--- src/rtl/ilvb_pkg.sv ---
// Shared declarations for the interleaved dual-bank burst reader.
// Assumes: the stored data is a computed pattern (no preload files).
package ilvb_pkg;

    // Kind of cycle decoded from the sampled control pins
    typedef enum logic [1:0] {
        CYC_IDLE  = 2'd0,   // selected, no change of position
        CYC_STBY  = 2'd1,   // chip deselected
        CYC_START = 2'd2,   // new burst at captured address
        CYC_ADV   = 2'd3    // read-strobe edge: next word
    } cyc_kind_t;

    // Content of linear word address a (before truncation to data width)
    function automatic logic [31:0] word_pattern(input logic [31:0] a);
        word_pattern = (a * 32'h0000_9E37) ^ 32'h0000_A5C3;
    endfunction

endpackage

--- src/rtl/ilvb_cycle_dec.sv ---
// Decodes the sampled control pins into one cycle kind per clock.
// Assumes: pins are synchronous to clk; a start wins over a read edge.
module ilvb_cycle_dec
    import ilvb_pkg::*;
(
    input  logic      clk,
    input  logic      rst_n,
    input  logic      cs_n,
    input  logic      ale_i,
    input  logic      rd_i,
    output cyc_kind_t kind
);

    logic rd_prev;

    // Remember the strobe level of the previous edge for rise detection
    always_ff @(posedge clk) begin
        if (!rst_n) rd_prev <= 1'b0;
        else        rd_prev <= rd_i;
    end

    // Priority decode: standby, then start, then read edge, else idle
    always_comb begin
        if (cs_n)                    kind = CYC_STBY;
        else if (ale_i)              kind = CYC_START;
        else if (rd_i && !rd_prev)   kind = CYC_ADV;
        else                         kind = CYC_IDLE;
    end

endmodule

--- src/rtl/ilvb_row_ctr.sv ---
// Row counter for one bank: loads a start row or steps by one with wrap.
// Assumes: load and step are never requested together by the caller.
module ilvb_row_ctr #(
    parameter int ROW_W = 5
) (
    input  logic             clk,
    input  logic             rst_n,
    input  logic             load,
    input  logic [ROW_W-1:0] load_row,
    input  logic             step,
    output logic [ROW_W-1:0] row
);

    // Hold, load or increment the row; natural overflow wraps to row 0
    always_ff @(posedge clk) begin
        if (!rst_n)    row <= '0;
        else if (load) row <= load_row;
        else if (step) row <= row + 1'b1;
    end

endmodule

--- src/rtl/ilvb_bank_rom.sv ---
// One bank of read-only words, addressed by row; content is computed.
// Assumes: BANK_BIT is the linear-address bit 0 that this bank serves.
module ilvb_bank_rom
    import ilvb_pkg::*;
#(
    parameter int ROW_W    = 5,
    parameter int DATA_W   = 16,
    parameter bit BANK_BIT = 1'b0
) (
    input  logic [ROW_W-1:0]  row,
    output logic [DATA_W-1:0] word
);

    localparam int DEPTH = 1 << ROW_W;

    logic [DATA_W-1:0] cells [DEPTH];

    // Fill each row with the pattern of its linear address
    for (genvar r = 0; r < DEPTH; r++) begin : g_cell
        localparam logic [31:0] LIN = (32'(r) << 1) | 32'(BANK_BIT);
        localparam logic [31:0] PAT = word_pattern(LIN);
        assign cells[r] = PAT[DATA_W-1:0];
    end

    // Asynchronous read of the addressed row
    assign word = cells[row];

endmodule

--- src/rtl/ilvb_burst_read.sv ---
// Interleaved dual-bank burst reader: a start cycle captures an address,
// each read-strobe edge presents the next linear word, banks alternate.
// Assumes: synchronous control pins; standby keeps burst position.
module ilvb_burst_read
    import ilvb_pkg::*;
#(
    parameter int ROW_W  = 5,
    parameter int DATA_W = 16,
    localparam int AW    = ROW_W + 1
) (
    input  logic              clk,
    input  logic              rst_n,
    input  logic              cs_n,
    input  logic              ale_i,
    input  logic              rd_i,
    input  logic [AW-1:0]     addr_i,
    output logic [DATA_W-1:0] dout,
    output logic              dout_oe
);

    cyc_kind_t         kind;
    logic              sel_q;            // 0: even bank shown, 1: odd
    logic              oe_q;
    logic              start_c;
    logic              adv_c;
    logic [ROW_W-1:0]  start_row;
    logic [ROW_W-1:0]  row_q     [2];
    logic [DATA_W-1:0] bank_word [2];

    ilvb_cycle_dec u_dec (
        .clk   (clk),
        .rst_n (rst_n),
        .cs_n  (cs_n),
        .ale_i (ale_i),
        .rd_i  (rd_i),
        .kind  (kind)
    );

    assign start_c   = (kind == CYC_START);
    assign adv_c     = (kind == CYC_ADV);
    assign start_row = addr_i[AW-1:1];

    // One counter and one array per bank; even loads row+A0, odd loads row
    for (genvar b = 0; b < 2; b++) begin : g_bank
        logic [ROW_W-1:0] ld_row;
        logic             step_b;

        if (b == 0) begin : g_even
            assign ld_row = start_row + {{(ROW_W-1){1'b0}}, addr_i[0]};
            assign step_b = adv_c && !sel_q;
        end else begin : g_odd
            assign ld_row = start_row;
            assign step_b = adv_c && sel_q;
        end

        ilvb_row_ctr #(.ROW_W(ROW_W)) u_ctr (
            .clk      (clk),
            .rst_n    (rst_n),
            .load     (start_c),
            .load_row (ld_row),
            .step     (step_b),
            .row      (row_q[b])
        );

        ilvb_bank_rom #(
            .ROW_W    (ROW_W),
            .DATA_W   (DATA_W),
            .BANK_BIT (b[0])
        ) u_rom (
            .row  (row_q[b]),
            .word (bank_word[b])
        );
    end

    // Bank selector: set from start parity, flipped on each advance
    always_ff @(posedge clk) begin
        if (!rst_n)       sel_q <= 1'b0;
        else if (start_c) sel_q <= addr_i[0];
        else if (adv_c)   sel_q <= !sel_q;
    end

    // Output enable follows the sampled chip select
    always_ff @(posedge clk) begin
        if (!rst_n) oe_q <= 1'b0;
        else        oe_q <= !cs_n;
    end

    // Present the selected bank's word, zero while disabled
    assign dout    = oe_q ? (sel_q ? bank_word[1] : bank_word[0]) : '0;
    assign dout_oe = oe_q;

endmodule

--- config.mk ---
export PLATFORM = sky130hd
export DESIGN_NAME = ilvb_burst_read
export DESIGN_NICKNAME = d
export VERILOG_FILES = /design/src/rtl/ilvb_pkg.sv /design/src/rtl/ilvb_cycle_dec.sv /design/src/rtl/ilvb_row_ctr.sv /design/src/rtl/ilvb_bank_rom.sv /design/src/rtl/ilvb_burst_read.sv
export SDC_FILE = /design/constraint.sdc
export NUM_CORES = 1
export LEC_CHECK = 0
export BUFFER_PORTS_ARGS = -buffer_cell sky130_fd_sc_hd__buf_2
export CORE_ASPECT_RATIO = 0.8
export CORE_MARGIN = 2
export CORE_UTILIZATION = 54
export DETAILED_ROUTE_END_ITERATION = 10
export PLACE_DENSITY = 0.78
export SLEW_MARGIN = 20
export SYNTH_ARGS = -nofsm -noshare
export SYNTH_HDL_FRONTEND = slang
export SYNTH_SLANG_ARGS = --single-unit
--- constraint.sdc ---
create_clock -name clk -period 6.75 [get_ports clk]
set_clock_uncertainty 0.15 [all_clocks]
set_input_delay 0.675 -clock clk [delete_from_list [all_inputs] [get_ports clk]]
set_output_delay 0.675 -clock clk [all_outputs]
set_load 0.1 [all_outputs]
After elaboration in Yosys (flattened, before gate mapping)
Memory sizes are Yosys's and may differ from the RTL's. Index checks and enable logic that the tools add are counted.

Bits in registers: 13. Bits in read-only memories: 1024. Bits of input ports: 11. Output and inout bits: 17. Logic and storage cells: 40. Memories: 2.

Memory list: (no name shown) (depth 32, bits a word 16, rd ports 1, clocked after Yosys merged registers in 0, write ports 0, RTL line ilvb_bank_rom.sv:26) `assign word = cells[row];`; (no name shown) (depth 32, bits a word 16, rd ports 1, clocked after Yosys merged registers in 0, write ports 0, RTL line ilvb_bank_rom.sv:26).

Add/sub/neg operators: 3. Magnitude comparators: 2. Eq/ne operators: 2. Multiplexer cells: 15. Bitwise gates (word level): 2. Reduce and logical (&&, ||, !) cells: 9.

Operator list (count): $mux W16 (6); $mux W5 (4); $ge A6 B6 Y1 const B (2); $not A5 Y6 (2); $add A5 B1 Y5 const B (2); $mux W2 (3); $reduce_bool A2 Y1 (3); $add A5 B1 Y5 (1); $eq A2 B2 Y1 const B (2); $logic_and A1 B1 Y1 (3); $logic_not A1 Y1 (3); $mux W1 (2).

Longest topological paths before layout
Depth in word-level cells: 9. Depth in mapped cells: 8. Gate-level depth less buffers: 7.

By module
From an unflattened synthesis, not the netlist that was laid out.

Cells, all modules: 298. Area, all modules: 2329.7 um2.

Modules (own cells, without submodules): ilvb_bank_rom at g_bank[1].u_rom (times used 1, cells an instance 98, area each 675.6 um2, sequential area each 0.0 um2); ilvb_bank_rom at g_bank[0].u_rom (times used 1, cells an instance 87, area each 671.9 um2, sequential area each 0.0 um2); ilvb_row_ctr (times used 2, cells an instance 27, area each 237.7 um2, sequential area each 100.1 um2); ilvb_burst_read (times used 1, cells an instance 53, area each 445.4 um2, sequential area each 40.0 um2); ilvb_cycle_dec (times used 1, cells an instance 6, area each 61.3 um2, sequential area each 20.0 um2).

Worst setup path before layout
OpenSTA, ideal clock, no wires.

Path type: reg-to-output. Start point: reg g_bank[1].u_ctr.row[1]. End point: out dout[8]. Arrival: 3.892 ns. Data required time: 5.925 ns. Path slack: 2.033 ns. Stages on the path, launching flop included: 8. Buffers on the path: 1. Cells stage by stage: dfxtp_1 -> clkbuf_1 -> inv_1 -> ha_1 -> nand2b_1 -> a21oi_1 -> a211oi_1 -> o32ai_1.

Cells in the longest elaborated chain, start to end: 6.

RTL lines: from (decl) (RTL line ilvb_row_ctr.sv:11) `output logic [ROW_W-1:0] row`; from (signal assigned) (RTL line ilvb_row_ctr.sv:17) `else if (load) row <= load_row;`; from (signal assigned) (RTL line ilvb_row_ctr.sv:18) `else if (step) row <= row + 1'b1;`; $not A5 Y6 (not written as such) (RTL line ilvb_bank_rom.sv:26); $mem_v2 Z32 W16; $mux W16 (not written as such) (2 in a row) (RTL line ilvb_bank_rom.sv:26); $mux W16 (2 in a row) (RTL line ilvb_burst_read.sv:89) `assign dout = oe_q ? (sel_q ? bank_word[1] : bank_word[0]) : '0;`; to (decl) (RTL line ilvb_burst_read.sv:17) `output logic [DATA_W-1:0] dout,`.

No other way between the ends. The select of a mux whose other input is x is not followed.

Worst setup path in the final report
Start point: reg g_bank[0].u_ctr.row[1]. End point: out dout[8].

Cells in the longest elaborated chain, start to end: 6.

RTL lines (RTL line): from (decl) (ilvb_row_ctr.sv:11); from (signal assigned) (ilvb_row_ctr.sv:17); from (signal assigned) (ilvb_row_ctr.sv:18); $not A5 Y6 (not written as such) (ilvb_bank_rom.sv:26); $mem_v2 Z32 W16; $mux W16 (not written as such) (2 in a row) (ilvb_bank_rom.sv:26); $mux W16 (2 in a row) (ilvb_burst_read.sv:89).

No other way between the ends. The select of a mux whose other input is x is not followed.

==> out/metrics.csv <==
metric,value,unit
Slew Limit Fails,0,
Max Buffers Root-to-Sink,2,
yosys warns,0,
Place WS,3250,ps
syn_nets,331,
final core occ,60.3,%
final worst path period need,3800,ps
TritonRoute pass-1 iters,5,
TritonCTS clock tree,built,
I/O Pins,28,
Root Driver,clkbuf_8,
chip height,60.9,um
sequential power share,29.1,%
Synth-to-Final Area Change,6.18,%
Mapped Area,2190,um^2
DPL Wire Length,3.89,mm
share of layout cells above drive strength 1,14.0,%
total global-route track usage,25.2,%
final setup margin,2950,ps
# Post-CTS Setup Buffers,0,
Die Width,75.2,um
DRT iter0 DRCs,205,
initial antenna violation count,0,
RSZ-0062 raised after global routing,no,
Worst-Margin Slew,1020,ps
top_reg_cell synth,dfxtp_1,
CP max-delay cell,dfxtp_1,
Sw Share,49.1,%
Max transition margin,32.0,%
RePlAce Congestion,0.877,
internal power,0.182,mW
Final setup violation count,0,
clock power share,19.8,%
gr ovfl total,0,
Static Leak,0.933,nW
"Req. time, crit path",5920,ps
Layout Nets,336,
peak supply drop,0.000138,V
critical path type,flop to output pin,
row count,20,
initial core utilization,56.8,%
synth top area cells,"ha_1 13%, dfxtp_1 12%, a21oi_1 4.8%, nand2_1 4.3%, o21ai_0 4.1%",
ANT cells,0,
Yosys top cell area share,13.2,%
Filler cells,373,
vias per cell,6.19,
drt total wl,5.39,mm
total CTS buffers,3,
status,"complete, no violations",
Fin. Hold Viols,0,
hold_ws,491,ps
Max Cap Viol,0,
CP arrival,2980,ps
"Clk pin slew, worst setup/hold paths",60,ps
via count,2204,
WL/cell,15.1,um
die area,4580,um^2
clock sink count,13,
total power,0.358,mW
Pwr per Cell Area,154,nW/um^2
CP startpoint kind,flop,
"Distinct cells, synth",60,
Cells after Synth,297,
"EDFF count, synth",0,
Critical Path Sink Type,output pin,
Yosys reg bits,13,
Port Buf Inserts,27,
post-synthesis area per instance,7.36,um^2
Logic pwr share,51.2,%
post-cts sizing count,0,
Tcrit/Tclk final,56.3,%
Core Box Area,3850,um^2
Fmax,0.263,GHz
final setup TNS,0,ps
crit-path cells,inv_1 > ha_1 > mux4_2 > mux2_2 > o32ai_1 > buf_2,
first-pass GRT wire length,8.96,mm
"Async S/R FF share, synth",0,%
"slowest stage delay, CP",620,ps
number of global-route vias before repair,1909,
pin count of the biggest net entering global routing,40,
antenna-violating nets left,0,
Worst Hold Class,flop to flop,
hold buffer count at cts,0,
largest area contributor in the netlist,ha_1,
sw power,0.176,mW
DRC Markers,0,
Worst Path Max Fanout,14,
H-tree Lvls,1,
clk_lat worst skew,250,ps
register area share after synthesis,11.9,%
==> Yosys cell counts, types with 3 or more instances <==
cell type,n
nand2_1,25
ha_1,23
a21oi_1,21
o21ai_0,18
clkbuf_1,16
inv_1,15
nand2b_1,14
dfxtp_1,13
nor2b_1,13
nor2_1,11
xnor2_1,10
buf_2,8
nand3_1,7
o211ai_1,7
o21ai_1,6
and2_1,5
mux2i_1,5
a211oi_1,4
a222oi_1,4
a31oi_1,4
o22ai_1,4
xor2_1,4
a21o_1,3
a22oi_1,3
a32o_1,3
buf_1,3
mux4_2,3
o221ai_1,3
o311a_1,3
==> flip-flops by register name (all words and copies together) (netlist names) <==
register,cells
g_bank.u_ctr.row,10
dout_oe,1
sel_q,1
u_dec.rd_prev,1
==> logic make-up (layout without fill, tap and decap cells) <==
| logic type | count (synthesis) | after routing | share of synthesized area (%) |
|---|---|---|---|
| compound gates | 103 | 103 | 32.1 |
| simple gates | 89 | 89 | 22.0 |
| buf+inv | 44 | 48 | 8.35 |
| fa+ha+maj | 23 | 23 | 13.2 |
| xor+xnor | 14 | 14 | 5.61 |
| flops | 13 | 13 | 11.9 |
| mux | 11 | 11 | 6.92 |
==> cell usage in the layout, fill, tap and decap left out, types with 4 or more instances in the layout <==
cell       n
o211ai_1   7
a211oi_1   4
xor2_1     4
ha_1      23
nor2b_1   13
mux2i_1    5
buf_2     27
nand2b_1  14
inv_1     15
o22ai_1    4
o21ai_1    6
a21oi_1   21
a31oi_1    4
o21ai_0   18
a222oi_1   4
dfxtp_1   13
nor2_1    11
xnor2_1   10
nand2_1   25
nand3_1    7
and2_1     5
==> per-stage QoR <==
| step | area, um^2 | cells |
|---|---|---|
| floorplan | 2190 | 297 |
| global placement | 2280 | 352 |
| detailed placement | 2280 | 352 |
| CTS | 2320 | 356 |
| global route | 2320 | 356 |
| finish | 2320 | 356 |
==> power groups by stage <==
stage	Combinational [mW]	Clock [mW]	Sequential, mW
finish	0.183	0.0707	0.104
global route	0.198	0.0743	0.107
CTS	0.182	0.0720	0.103
detailed placement	0.181	0	0.105
global placement	0.180	0	0.105
floorplan	0.165	0	0.0892
==> worst paths after layout <==
kind / startpoint / end / slack, ps / cells past startpoint
max: g_bank[0].u_ctr.row[1]$_SDFFE_PN0P_ / dout[8] / 2950 / 6
min: g_bank[1].u_ctr.row[0]$_SDFFE_PN0P_ / g_bank[1].u_ctr.row[0]$_SDFFE_PN0P_ / 490 / 2
max reg2reg: g_bank[1].u_ctr.row[2]$_SDFFE_PN0P_ / g_bank[1].u_ctr.row[2]$_SDFFE_PN0P_ / 4640 / 4
min reg2reg: g_bank[1].u_ctr.row[0]$_SDFFE_PN0P_ / g_bank[1].u_ctr.row[0]$_SDFFE_PN0P_ / 490 / 2
==> area by class of cell <==
| cell class | count | area (um^2) | area share [%] |
|---|---|---|---|
| tap | 55 | 68.8 | 2.96 |
| inverter | 16 | 60.1 | 2.59 |
| timing repair buffer | 28 | 143 | 6.14 |
| sequential | 13 | 260 | 11.2 |
| multi-input combinational | 240 | 1740 | 75.1 |
| clock buffer | 3 | 41.3 | 1.78 |
| clock inverter | 1 | 5.00 | 0.216 |
==> metal layers <==
layer  GRT usage (%)  up-vias  part of all wire (%)
li1                -     1093                     -
met1            36.7     1018                    48
met2            40.1       86                    45
met3            2.33        7                   6.2
met4            6.77        0                   1.1
met5               0        -                     0
==> critical path: cells and delay by family (launching register included) <==
kind            cells  cell delay, ps
buf+inv             2             720
mux                 2             770
fa+ha+maj           1             480
flops               1             620
compound gates      1             140
(Power assumes the default switching activity.)
